## src/rtl/swdiv_pkg.sv

```systemverilog
// Shared constants for the pulse-swallow divider.
// Assumes: main counter wider than swallow counter.
package swdiv_pkg;
    localparam int SWD_NW   = 11;   // main counter width
    localparam int SWD_AW   = 7;    // swallow counter width
    localparam int SWD_M_LO = 64;   // base modulus when select is 0
    localparam int SWD_M_HI = 128;  // base modulus when select is 1
    localparam int SWD_NMIN = 3;    // smallest legal main ratio
endpackage

```

## src/rtl/swd_prescaler.sv

```systemverilog
// Dual-modulus prescaler model: counts input cycles and emits a tick at the end
// of each prescaler cycle, which lasts base or base+1 cycles depending on mod_hi.
// Assumes: mod_hi changes only in the cycle after a tick or a restart.
module swd_prescaler #(
    parameter int M_LO = swdiv_pkg::SWD_M_LO,
    parameter int M_HI = swdiv_pkg::SWD_M_HI,
    localparam int CW  = $clog2(M_HI + 1)
) (
    input  logic clk,
    input  logic rst_n,
    input  logic en,
    input  logic restart,
    input  logic sel_hi,
    input  logic mod_hi,
    output logic tick
);
    logic [CW-1:0] pre_cnt;
    logic [CW-1:0] term;

    // Last count value of the current prescaler cycle.
    always_comb begin
        term = (sel_hi ? CW'(M_HI - 1) : CW'(M_LO - 1)) + CW'(mod_hi);
        tick = en && (pre_cnt == term);
    end

    // Input-cycle counter, wraps at the end of each prescaler cycle.
    always_ff @(posedge clk) begin
        if (!rst_n)       pre_cnt <= '0;
        else if (restart) pre_cnt <= '0;
        else if (tick)    pre_cnt <= '0;
        else if (en)      pre_cnt <= pre_cnt + CW'(1);
    end

    // modulus control must hold steady inside a prescaler cycle
    a_r5_mod_stable: assert property (@(posedge clk) disable iff (!rst_n)
        (en && !restart && !tick) |=> $stable(mod_hi));
endmodule

```

## src/rtl/swd_swallow.sv

```systemverilog
// Swallow counter: loaded with A at each period start, counts down on prescaler
// ticks, and asks for the +1 modulus while it is non-zero.
// Assumes: load covers both period end and external clear.
module swd_swallow #(
    parameter int AW = swdiv_pkg::SWD_AW
) (
    input  logic          clk,
    input  logic          rst_n,
    input  logic          load,
    input  logic          tick,
    input  logic [AW-1:0] a_in,
    output logic          mod_hi
);
    logic [AW-1:0] sw_rem;

    // Remaining prescaler cycles that still divide by base+1.
    always_ff @(posedge clk) begin
        if (!rst_n)                     sw_rem <= a_in;
        else if (load)                  sw_rem <= a_in;
        else if (tick && sw_rem != '0)  sw_rem <= sw_rem - AW'(1);
    end

    // Modulus control toward the prescaler.
    always_comb mod_hi = (sw_rem != '0);

    // the +1 request only ends at a prescaler tick or a reload
    a_r5_swallow_ends_on_tick: assert property (@(posedge clk) disable iff (!rst_n)
        $fell(mod_hi) |-> $past(tick || load));
endmodule

```

## src/rtl/swd_main.sv

```systemverilog
// Main counter: loaded with N at each period start, counts prescaler ticks and
// flags the tick that completes the period.
// Assumes: N below 2 is illegal; such values end the period after one tick.
module swd_main #(
    parameter int NW = swdiv_pkg::SWD_NW
) (
    input  logic          clk,
    input  logic          rst_n,
    input  logic          load,
    input  logic          tick,
    input  logic [NW-1:0] n_in,
    output logic          period_end
);
    logic [NW-1:0] main_rem;

    // Final tick of the period.
    always_comb period_end = tick && (main_rem <= NW'(1));

    // Remaining prescaler cycles in this period.
    always_ff @(posedge clk) begin
        if (!rst_n)     main_rem <= n_in;
        else if (load)  main_rem <= n_in;
        else if (tick)  main_rem <= main_rem - NW'(1);
    end
endmodule

```

## src/rtl/swd_cfg.sv

```systemverilog
// Boundary-latched modulus select plus sticky legality flag for loaded ratios.
// Assumes: NW > AW so A can be compared against N after zero extension.
module swd_cfg #(
    parameter int NW   = swdiv_pkg::SWD_NW,
    parameter int AW   = swdiv_pkg::SWD_AW,
    parameter int NMIN = swdiv_pkg::SWD_NMIN
) (
    input  logic          clk,
    input  logic          rst_n,
    input  logic          load,
    input  logic          sel_in,
    input  logic [NW-1:0] n_in,
    input  logic [AW-1:0] a_in,
    output logic          sel_q,
    output logic          err_q
);
    logic bad_cfg;

    // Illegal ratio: N too small or swallow count not below N.
    always_comb bad_cfg = (n_in < NW'(NMIN)) || ({{(NW-AW){1'b0}}, a_in} >= n_in);

    // Modulus select held for the whole period.
    always_ff @(posedge clk) begin
        if (!rst_n)     sel_q <= sel_in;
        else if (load)  sel_q <= sel_in;
    end

    // Sticky error, cleared only by reset.
    always_ff @(posedge clk) begin
        if (!rst_n)                err_q <= 1'b0;
        else if (load && bad_cfg)  err_q <= 1'b1;
    end
endmodule

```

## src/rtl/swallow_divider.sv

```systemverilog
// Pulse-swallow divider top: prescaler, swallow and main counters, and config
// latch. Emits one registered pulse per M*N+A enabled input cycles.
// Assumes: inputs synchronous to clk; ratios sampled only at loads.
module swallow_divider #(
    parameter int NW   = swdiv_pkg::SWD_NW,
    parameter int AW   = swdiv_pkg::SWD_AW,
    parameter int M_LO = swdiv_pkg::SWD_M_LO,
    parameter int M_HI = swdiv_pkg::SWD_M_HI
) (
    input  logic          clk,
    input  logic          rst_n,
    input  logic          en,
    input  logic          cnt_clr,
    input  logic          mod_sel,
    input  logic [NW-1:0] n_val,
    input  logic [AW-1:0] a_val,
    output logic          div_pulse,
    output logic          cfg_err
);
    logic tick;
    logic mod_hi;
    logic period_end;
    logic load;
    logic sel_q;

    // Counters reload at a period boundary or on an external clear.
    always_comb load = cnt_clr || period_end;

    swd_prescaler #(.M_LO(M_LO), .M_HI(M_HI)) u_pre (
        .clk(clk), .rst_n(rst_n), .en(en), .restart(cnt_clr),
        .sel_hi(sel_q), .mod_hi(mod_hi), .tick(tick)
    );

    swd_swallow #(.AW(AW)) u_swl (
        .clk(clk), .rst_n(rst_n), .load(load), .tick(tick),
        .a_in(a_val), .mod_hi(mod_hi)
    );

    swd_main #(.NW(NW)) u_main (
        .clk(clk), .rst_n(rst_n), .load(load), .tick(tick),
        .n_in(n_val), .period_end(period_end)
    );

    swd_cfg #(.NW(NW), .AW(AW)) u_cfg (
        .clk(clk), .rst_n(rst_n), .load(load), .sel_in(mod_sel),
        .n_in(n_val), .a_in(a_val), .sel_q(sel_q), .err_q(cfg_err)
    );

    // Registered output pulse, one cycle after the completing edge.
    always_ff @(posedge clk) begin
        if (!rst_n)       div_pulse <= 1'b0;
        else if (cnt_clr) div_pulse <= 1'b0;
        else              div_pulse <= period_end;
    end

    // pulse never lasts two cycles
    a_r3_single_pulse: assert property (@(posedge clk) disable iff (!rst_n)
        div_pulse |=> !div_pulse);
    // no pulse follows a disabled cycle
    a_r6_hold_quiet: assert property (@(posedge clk) disable iff (!rst_n)
        (!en && !cnt_clr) |=> !div_pulse);
    // clear suppresses the pulse
    a_r7_clr_quiet: assert property (@(posedge clk) disable iff (!rst_n)
        cnt_clr |=> !div_pulse);
    // error flag is sticky
    a_r8_err_sticky: assert property (@(posedge clk) disable iff (!rst_n)
        cfg_err |=> cfg_err);
endmodule

```

## config.mk

```make
export PLATFORM = sky130hd
export DESIGN_NAME = swallow_divider
export DESIGN_NICKNAME = d
export VERILOG_FILES = /design/src/rtl/swdiv_pkg.sv /design/src/rtl/swd_prescaler.sv /design/src/rtl/swd_swallow.sv /design/src/rtl/swd_main.sv /design/src/rtl/swd_cfg.sv /design/src/rtl/swallow_divider.sv
export SDC_FILE = /design/constraint.sdc
export NUM_CORES = 1
export LEC_CHECK = 0
export ABC_CLOCK_PERIOD_IN_PS = 3500
export CAP_MARGIN = 15
export CORE_UTILIZATION = 50
export DETAILED_ROUTE_END_ITERATION = 10
export DONT_BUFFER_PORTS = 1
export HOLD_SLACK_MARGIN = 0.12
export SYNTH_ARGS = -nofsm -noshare
export SYNTH_HDL_FRONTEND = slang
export SYNTH_SLANG_ARGS = --single-unit
```

## constraint.sdc

```tcl
create_clock -name clk -period 3.5 [get_ports clk]
set_input_delay 1.05 -clock clk [delete_from_list [all_inputs] [get_ports clk]]
set_output_delay 1.05 -clock clk [all_outputs]
set_load 0.1 [all_outputs]
```

==> run summary, run 1 <==
Worst slew margin - 33.5%
largest net degree at the start of global routing - 20
final wirelength - 3210 µm
worst-path cell chain - inv_1 -> ha_1 -> nor3b_4 -> nand3b_2 -> ha_1 -> xnor2_1 -> nand3_1 -> nor2_1 -> a21oi_2 -> buf_4 -> mux2_4
Place WS - 0.347 ns
worst hold slack - 0.557 ns
Die W - 62.4 µm
remaining global-route overflow - 0
TritonCTS clock tree - built
worst hold path endpoint - u_pre.pre_cnt[7]$_SDFFE_PP0P_
Finished Cell Area - 1940 µm²
wire length of the first global-routing pass - 5420 µm
worst r2r src - u_swl.sw_rem[0]$_DFFE_PP_
Sink Count - 29
multi-input logic area - 972 µm²
DP Wirelength - 2560 µm
slowest cell on the critical path - a21oi_2
Die Y - 62.4 µm
Max Cap Viol - 0
die area - 3890 µm²
Synth area leader - edfxtp_1
reg2reg setup slack - 0.35 ns
Slew Viols, Final - 0
TritonRoute pass-1 iters - 4
CTS Hold Bufs - 0
final core occ - 56.9%
Antenna Nets Post-Route - 0
synth unique cells - 36
Setup Skew - 0.00916 ns
WP data required - 3.59 ns
synthesized net count - 204
Main synth FF type - edfxtp_1
top cell type's share of synthesized area - 31.3%
DR vias - 1178
final worst slack - 0.348 ns
vias in the first global route - 1179
IO Port Bufs - 0
Crit path largest cell delay - 0.51 ns
n_diodes - 0
final hold vios - 0
H-tree levels - 2
Synth Instances - 169
FP Rows - 21
crit path kind - flip-flop to flip-flop
Bufs on Longest Clock Path - 2
setup TNS - 0 ns
RePlAce Congestion - 0.869
Num CTS Buffers - 5
R2R depth - 11
number of antenna violations at the first check in global routing - 0
fin crit period - 3.15 ns
Lkg Pwr - 0.000783 µW
# DRC - 0
Worst path most repeated cell - ha_1
Startpoint Class - flip-flop
Placement Cell Area - 1860 µm²
Vias/cell - 5.35
Register Area - 771 µm²
hold path depth - 2
Final Net Count - 208
Resize count post-CTS - 0
CP arrival - 3.24 ns
Syn-to-layout area delta - 6.52%
Clk Latency, worst-skew pair - 0.33 ns
Fill cells - 316
number of synthesized flops with an enable pin - 19
Worst-Margin Slew - 0.996 ns
Crit. End Element - flip-flop
RSZ-0062 raised after global routing - no
Starting Density - 53.4%
Hold Path Origin - u_pre.pre_cnt[7]$_SDFFE_PP0P_
Core Region - 3420 µm²
Mean Syn Cell Area - 10.8 µm²
synthesized cell area - 1820 µm²
register area share after synthesis - 42.2%
Worst-path clk slew - 0.09 ns
Yosys reg bits - 29
yosys warns - 0
Clk Tree Root Cell - clkbuf_4
cell family with most CP delay - simple AND/OR/NAND/NOR gates
Setup violations, final - 0
commonest non-fill, non-tap cells in the layout - nor2_1 (19), edfxtp_1 (19), inv_1 (15)
Setup Fix Bufs, Post-CTS - 0
Crit Path Max Fanout - 11
initial drt markers - 27
ys async rst share - 0%
synth top area cells - edfxtp_1 (31%), dfxtp_1 (11%), ha_1 (8.2%)
RR Endpoint - u_main.main_rem[0]$_DFFE_PP_
period utilization - 90.0%
routed len/inst - 14.6 µm
Global Route Usage Sum - 18.1%
run status - complete, no violations
worst vdd ir - 0.235 mV
share of layout cells above drive strength 1 - 13.2%
Cell Pwr Density - 418 nW/µm²
fmax - 317 MHz
HP Class - flip-flop to flip-flop
WP buf/inv - 2
I/O pins - 25
-- worst register-to-register path, delay by kind of cell (launching register included) --
kind | cells | cell delay, ns
mux | 1 | 0.32
flops | 1 | 0.41
buf+inv | 2 | 0.43
fa+ha+maj | 2 | 0.50
compound gates | 1 | 0.51
simple gates | 4 | 0.60
xor+xnor | 1 | 0.14
-- state kept, by name (all words and copies together) (netlist names) --
register / count
u_pre.pre_cnt: 8
u_main.main_rem: 11
u_swl.sw_rem: 7
u_cfg.sel_q: 1
u_cfg.err_q: 1
div_pulse: 1
-- synth_stat cells (3+ instances only) --
master,count
edfxtp_1,19
a21oi_1,4
dfxtp_1,10
nor3_1,3
ha_1,12
nand3_1,3
nand2_1,10
nand2b_1,3
mux2i_1,9
nor2_1,19
xnor2_1,12
nor4_1,4
inv_1,15
nand4_1,3
mux2_4,10
xor2_1,9
-- worst max path at each step --
stage	from	endpoint	slack, ns	cells past startpoint
after floorplan	u_swl.sw_rem[0]$_DFFE_PP_	u_swl.sw_rem[0]$_DFFE_PP_	0.84	11
after global placement	u_swl.sw_rem[0]$_DFFE_PP_	u_main.main_rem[7]$_DFFE_PP_	0.47	11
after detailed placement	u_swl.sw_rem[0]$_DFFE_PP_	u_main.main_rem[7]$_DFFE_PP_	0.35	11
after CTS	u_swl.sw_rem[0]$_DFFE_PP_	u_main.main_rem[7]$_DFFE_PP_	0.33	11
after global routing	u_swl.sw_rem[0]$_DFFE_PP_	u_swl.sw_rem[1]$_DFFE_PP_	0.06	10
final	u_swl.sw_rem[0]$_DFFE_PP_	u_main.main_rem[0]$_DFFE_PP_	0.35	11
-- layer usage --
metal  wire, µm  up-vias  part of all wire [%]  global-route usage (%)
met5          0        -                     0                       0
met2       1580       12                    49                    29.6
met4         46        0                   1.4                    6.10
met3         79        6                   2.5                    4.93
li1           -      603                     -                       -
met1       1510      557                    47                    22.9
-- stage by stage --
step                      total power, µW  instances
final                                 812        220
after global routing                  853        220
after CTS                             820        220
after detailed placement              552        212
after global placement                547        212
after floorplan                       528        169
-- layout make-up --
class,instances,share of cell area (%)
multi-input cells,121,50.0
flip-flops and latches,29,39.7
well taps,46,2.96
inverters,15,2.90
clock inverters,3,2.12
clock buffers,5,1.93
repair buffers,1,0.386
-- cells by family after synthesis --
kind of cell             after synthesis  share of synthesized area [%]
XOR/XNOR                              21                           10.1
buffers and inverters                 19                           4.46
multiplexers                          20                           13.9
flip-flops                            29                           42.2
AND/OR/NAND/NOR                       54                           15.7
AO/OA/AOI/OAI                         14                           5.35
adder cells (fa/ha/maj)               12                           8.23
-- report_power, final --
part	internal [µW]	total, µW	switching, µW
combinational	62.6	119	56.4
clock	148	268	120
sequential	398	425	27.1
(Power assumes the default switching activity.)
==> inputs of run 2 (changes only) <==
--- a/config.mk
+++ b/config.mk
@@ -5,12 +5,13 @@
 export SDC_FILE = /design/constraint.sdc
 export NUM_CORES = 1
 export LEC_CHECK = 0
-export ABC_CLOCK_PERIOD_IN_PS = 3500
+export ABC_CLOCK_PERIOD_IN_PS = 3200
 export CAP_MARGIN = 15
 export CORE_UTILIZATION = 50
 export DETAILED_ROUTE_END_ITERATION = 10
 export DONT_BUFFER_PORTS = 1
 export HOLD_SLACK_MARGIN = 0.12
+export SLEW_MARGIN = 20
 export SYNTH_ARGS = -nofsm -noshare
 export SYNTH_HDL_FRONTEND = slang
 export SYNTH_SLANG_ARGS = --single-unit
==> constraint.sdc (replaced) <==
create_clock -name clk -period 3.2 [get_ports clk]
set_input_delay 0.96 -clock clk [delete_from_list [all_inputs] [get_ports clk]]
set_output_delay 0.96 -clock clk [all_outputs]
set_load 0.1 [all_outputs]
==> run summary, run 2 (synthesized netlist as in run 1, its figures left out) <==
run status - complete, no violations (unchanged)
wire length of the first global-routing pass - 5640 µm (was 5420 µm)
FP Rows - 21 (unchanged)
HP Class - flip-flop to flip-flop (unchanged)
Switch Pwr - 215 µW (was 204 µW)
Max Cap Viol - 0 (unchanged)
fmax - 345 MHz (was 317 MHz)
Crit Path Max Fanout - 7 (was 11)
share of layout cells above drive strength 1 - 14.1% (was 13.2%)
final hold vios - 0 (unchanged)
IO Port Bufs - 0 (unchanged)
max reg flops - 11 (unchanged)
Fill cells - 303 (was 316)
Setup Skew - 0.0148 ns (was 0.00916 ns)
Core Region - 3420 µm² (unchanged)
power share of the sequential group - 52.6% (was 52.3%)
Clk Tree Root Cell - clkbuf_4 (unchanged)
Worst-Margin Slew - 0.983 ns (was 0.996 ns)
Worst slew margin - 33.8% (was 33.5%)
clock power share - 32.7% (was 33.0%)
Worst-path clk slew - 0.08 ns (was 0.09 ns)
period utilization - 90.5% (was 90.0%)
Die W - 62.4 µm (unchanged)
RSZ-0062 raised after global routing - no (unchanged)
fin crit period - 2.89 ns (was 3.15 ns)
hold path depth - 2 (unchanged)
H-tree levels - 2 (unchanged)
die area - 3890 µm² (unchanged)
Cell Pwr Density - 450 nW/µm² (was 418 nW/µm²)
crit path kind - flip-flop to flip-flop (unchanged)
Startpoint Class - flip-flop (unchanged)
largest register by flop count - u_main.main_rem (unchanged)
Num CTS Buffers - 5 (unchanged)
Lkg Pwr - 0.000799 µW (was 0.000783 µW)
WP data required - 3.14 ns (was 3.59 ns)
Die Y - 62.4 µm (unchanged)
Placement Cell Area - 1890 µm² (was 1860 µm²)
largest net degree at the start of global routing - 16 (was 20)
Setup Fix Bufs, Post-CTS - 0 (unchanged)
Bufs on Longest Clock Path - 2 (unchanged)
# DRC - 0 (unchanged)
RePlAce Congestion - 0.875 (was 0.869)
Finished Cell Area - 1960 µm² (was 1940 µm²)
R2R depth - 8 (was 11)
Crit. End Element - flip-flop (unchanged)
Hold Path Origin - u_pre.pre_cnt[7]$_SDFFE_PP0P_ (unchanged)
Clk Latency, worst-skew pair - 0.33 ns (about the same)
internal power - 668 µW (was 608 µW)
TritonRoute pass-1 iters - 4 (unchanged)
CTS Hold Bufs - 0 (unchanged)
TritonCTS clock tree - built (unchanged)
remaining global-route overflow - 0 (unchanged)
CP arrival - 2.84 ns (was 3.24 ns)
commonest non-fill, non-tap cells in the layout - nor2_1 (19), edfxtp_1 (19), inv_1 (15) (unchanged)
vias in the first global route - 1225 (was 1179)
DR vias - 1200 (was 1178)
Final Net Count - 211 (was 208)
final wirelength - 3200 µm (was 3210 µm)
Resize count post-CTS - 0 (unchanged)
n_diodes - 0 (unchanged)
I/O pins - 25 (unchanged)
Sw Ratio - 24.4% (was 25.1%)
setup TNS - 0 ns (unchanged)
Slew Viols, Final - 0 (unchanged)
routed len/inst - 14.4 µm (was 14.6 µm)
Antenna Nets Post-Route - 0 (unchanged)
biggest regs - u_main.main_rem x11, u_pre.pre_cnt x8, u_swl.sw_rem x7 (unchanged)
worst r2r src - u_swl.sw_rem[0]$_DFFE_PP_ (unchanged)
Vias/cell - 5.38 (was 5.35)
number of antenna violations at the first check in global routing - 0 (unchanged)
Starting Density - 53.4% (unchanged)
DP Wirelength - 2530 µm (was 2560 µm)
critical path launch point - u_swl.sw_rem[0]$_DFFE_PP_ (unchanged)
Setup violations, final - 0 (unchanged)
initial drt markers - 38 (was 27)
Comb power frac - 14.7% (about the same)
final core occ - 57.4% (was 56.9%)
worst vdd ir - 0.238 mV (was 0.235 mV)
Syn-to-layout area delta - 7.54% (was 6.52%)
Sink Count - 29 (unchanged)
Power Total - 883 µW (was 812 µW)
Global Route Usage Sum - 18.9% (was 18.1%)
-- run 2: cell type report --
class / count / area, µm² / area share [%]
multi-input combinational: 121 / 972 / 49.6
sequential: 29 / 771 / 39.3
tap: 46 / 57.6 / 2.93
inverter: 15 / 56.3 / 2.87
clock buffer: 6 / 41.3 / 2.10
clock inverter: 2 / 33.8 / 1.72
timing repair buffer: 4 / 30.0 / 1.53
-- run 2: worst max-delay path: stages (launching register included) --
cell and delay [ns]:
edfxtp_1 0.41, inv_1 0.07, ha_1 0.18, nor3b_4 0.26, nand3b_2 0.17, ha_1 0.32, xnor2_1 0.21, nand3_1 0.12
o21ai_0 0.78
-- run 2: metrics by stage --
step                      cells  setup WS, ns  hold WS (ns)
after detailed placement    215         0.282         0.538
after floorplan             169         0.536         0.504
after global routing        223        0.0603         0.588
after global placement      215         0.439         0.543
final                       223         0.305         0.558
after CTS                   223         0.295         0.563
-- run 2: power groups by stage --
stage	Combinational [µW]	Clock [µW]	Sequential, µW
2_1_floorplan	111	0	466
3_3_place_gp	128	0	471
3_5_place_dp	130	0	472
4_1_cts	131	297	464
5_1_grt	149	316	470
6_report	130	289	464
-- run 2: routing by layer --
layer	wire length [µm]	track usage, %	share of wire (%)
met4	108	10.2	3.4
met2	1570	30.4	49
met5	0	0	0
met3	90	5.29	2.8
met1	1430	22.7	45
-- run 2: worst paths after layout --
check	slack, ns	end
setup / recovery	0.31	u_swl.sw_rem[6]$_DFFE_PP_
hold / removal	0.56	u_pre.pre_cnt[7]$_SDFFE_PP0P_
setup reg to reg	0.31	u_swl.sw_rem[6]$_DFFE_PP_
hold reg to reg	0.56	u_pre.pre_cnt[7]$_SDFFE_PP0P_
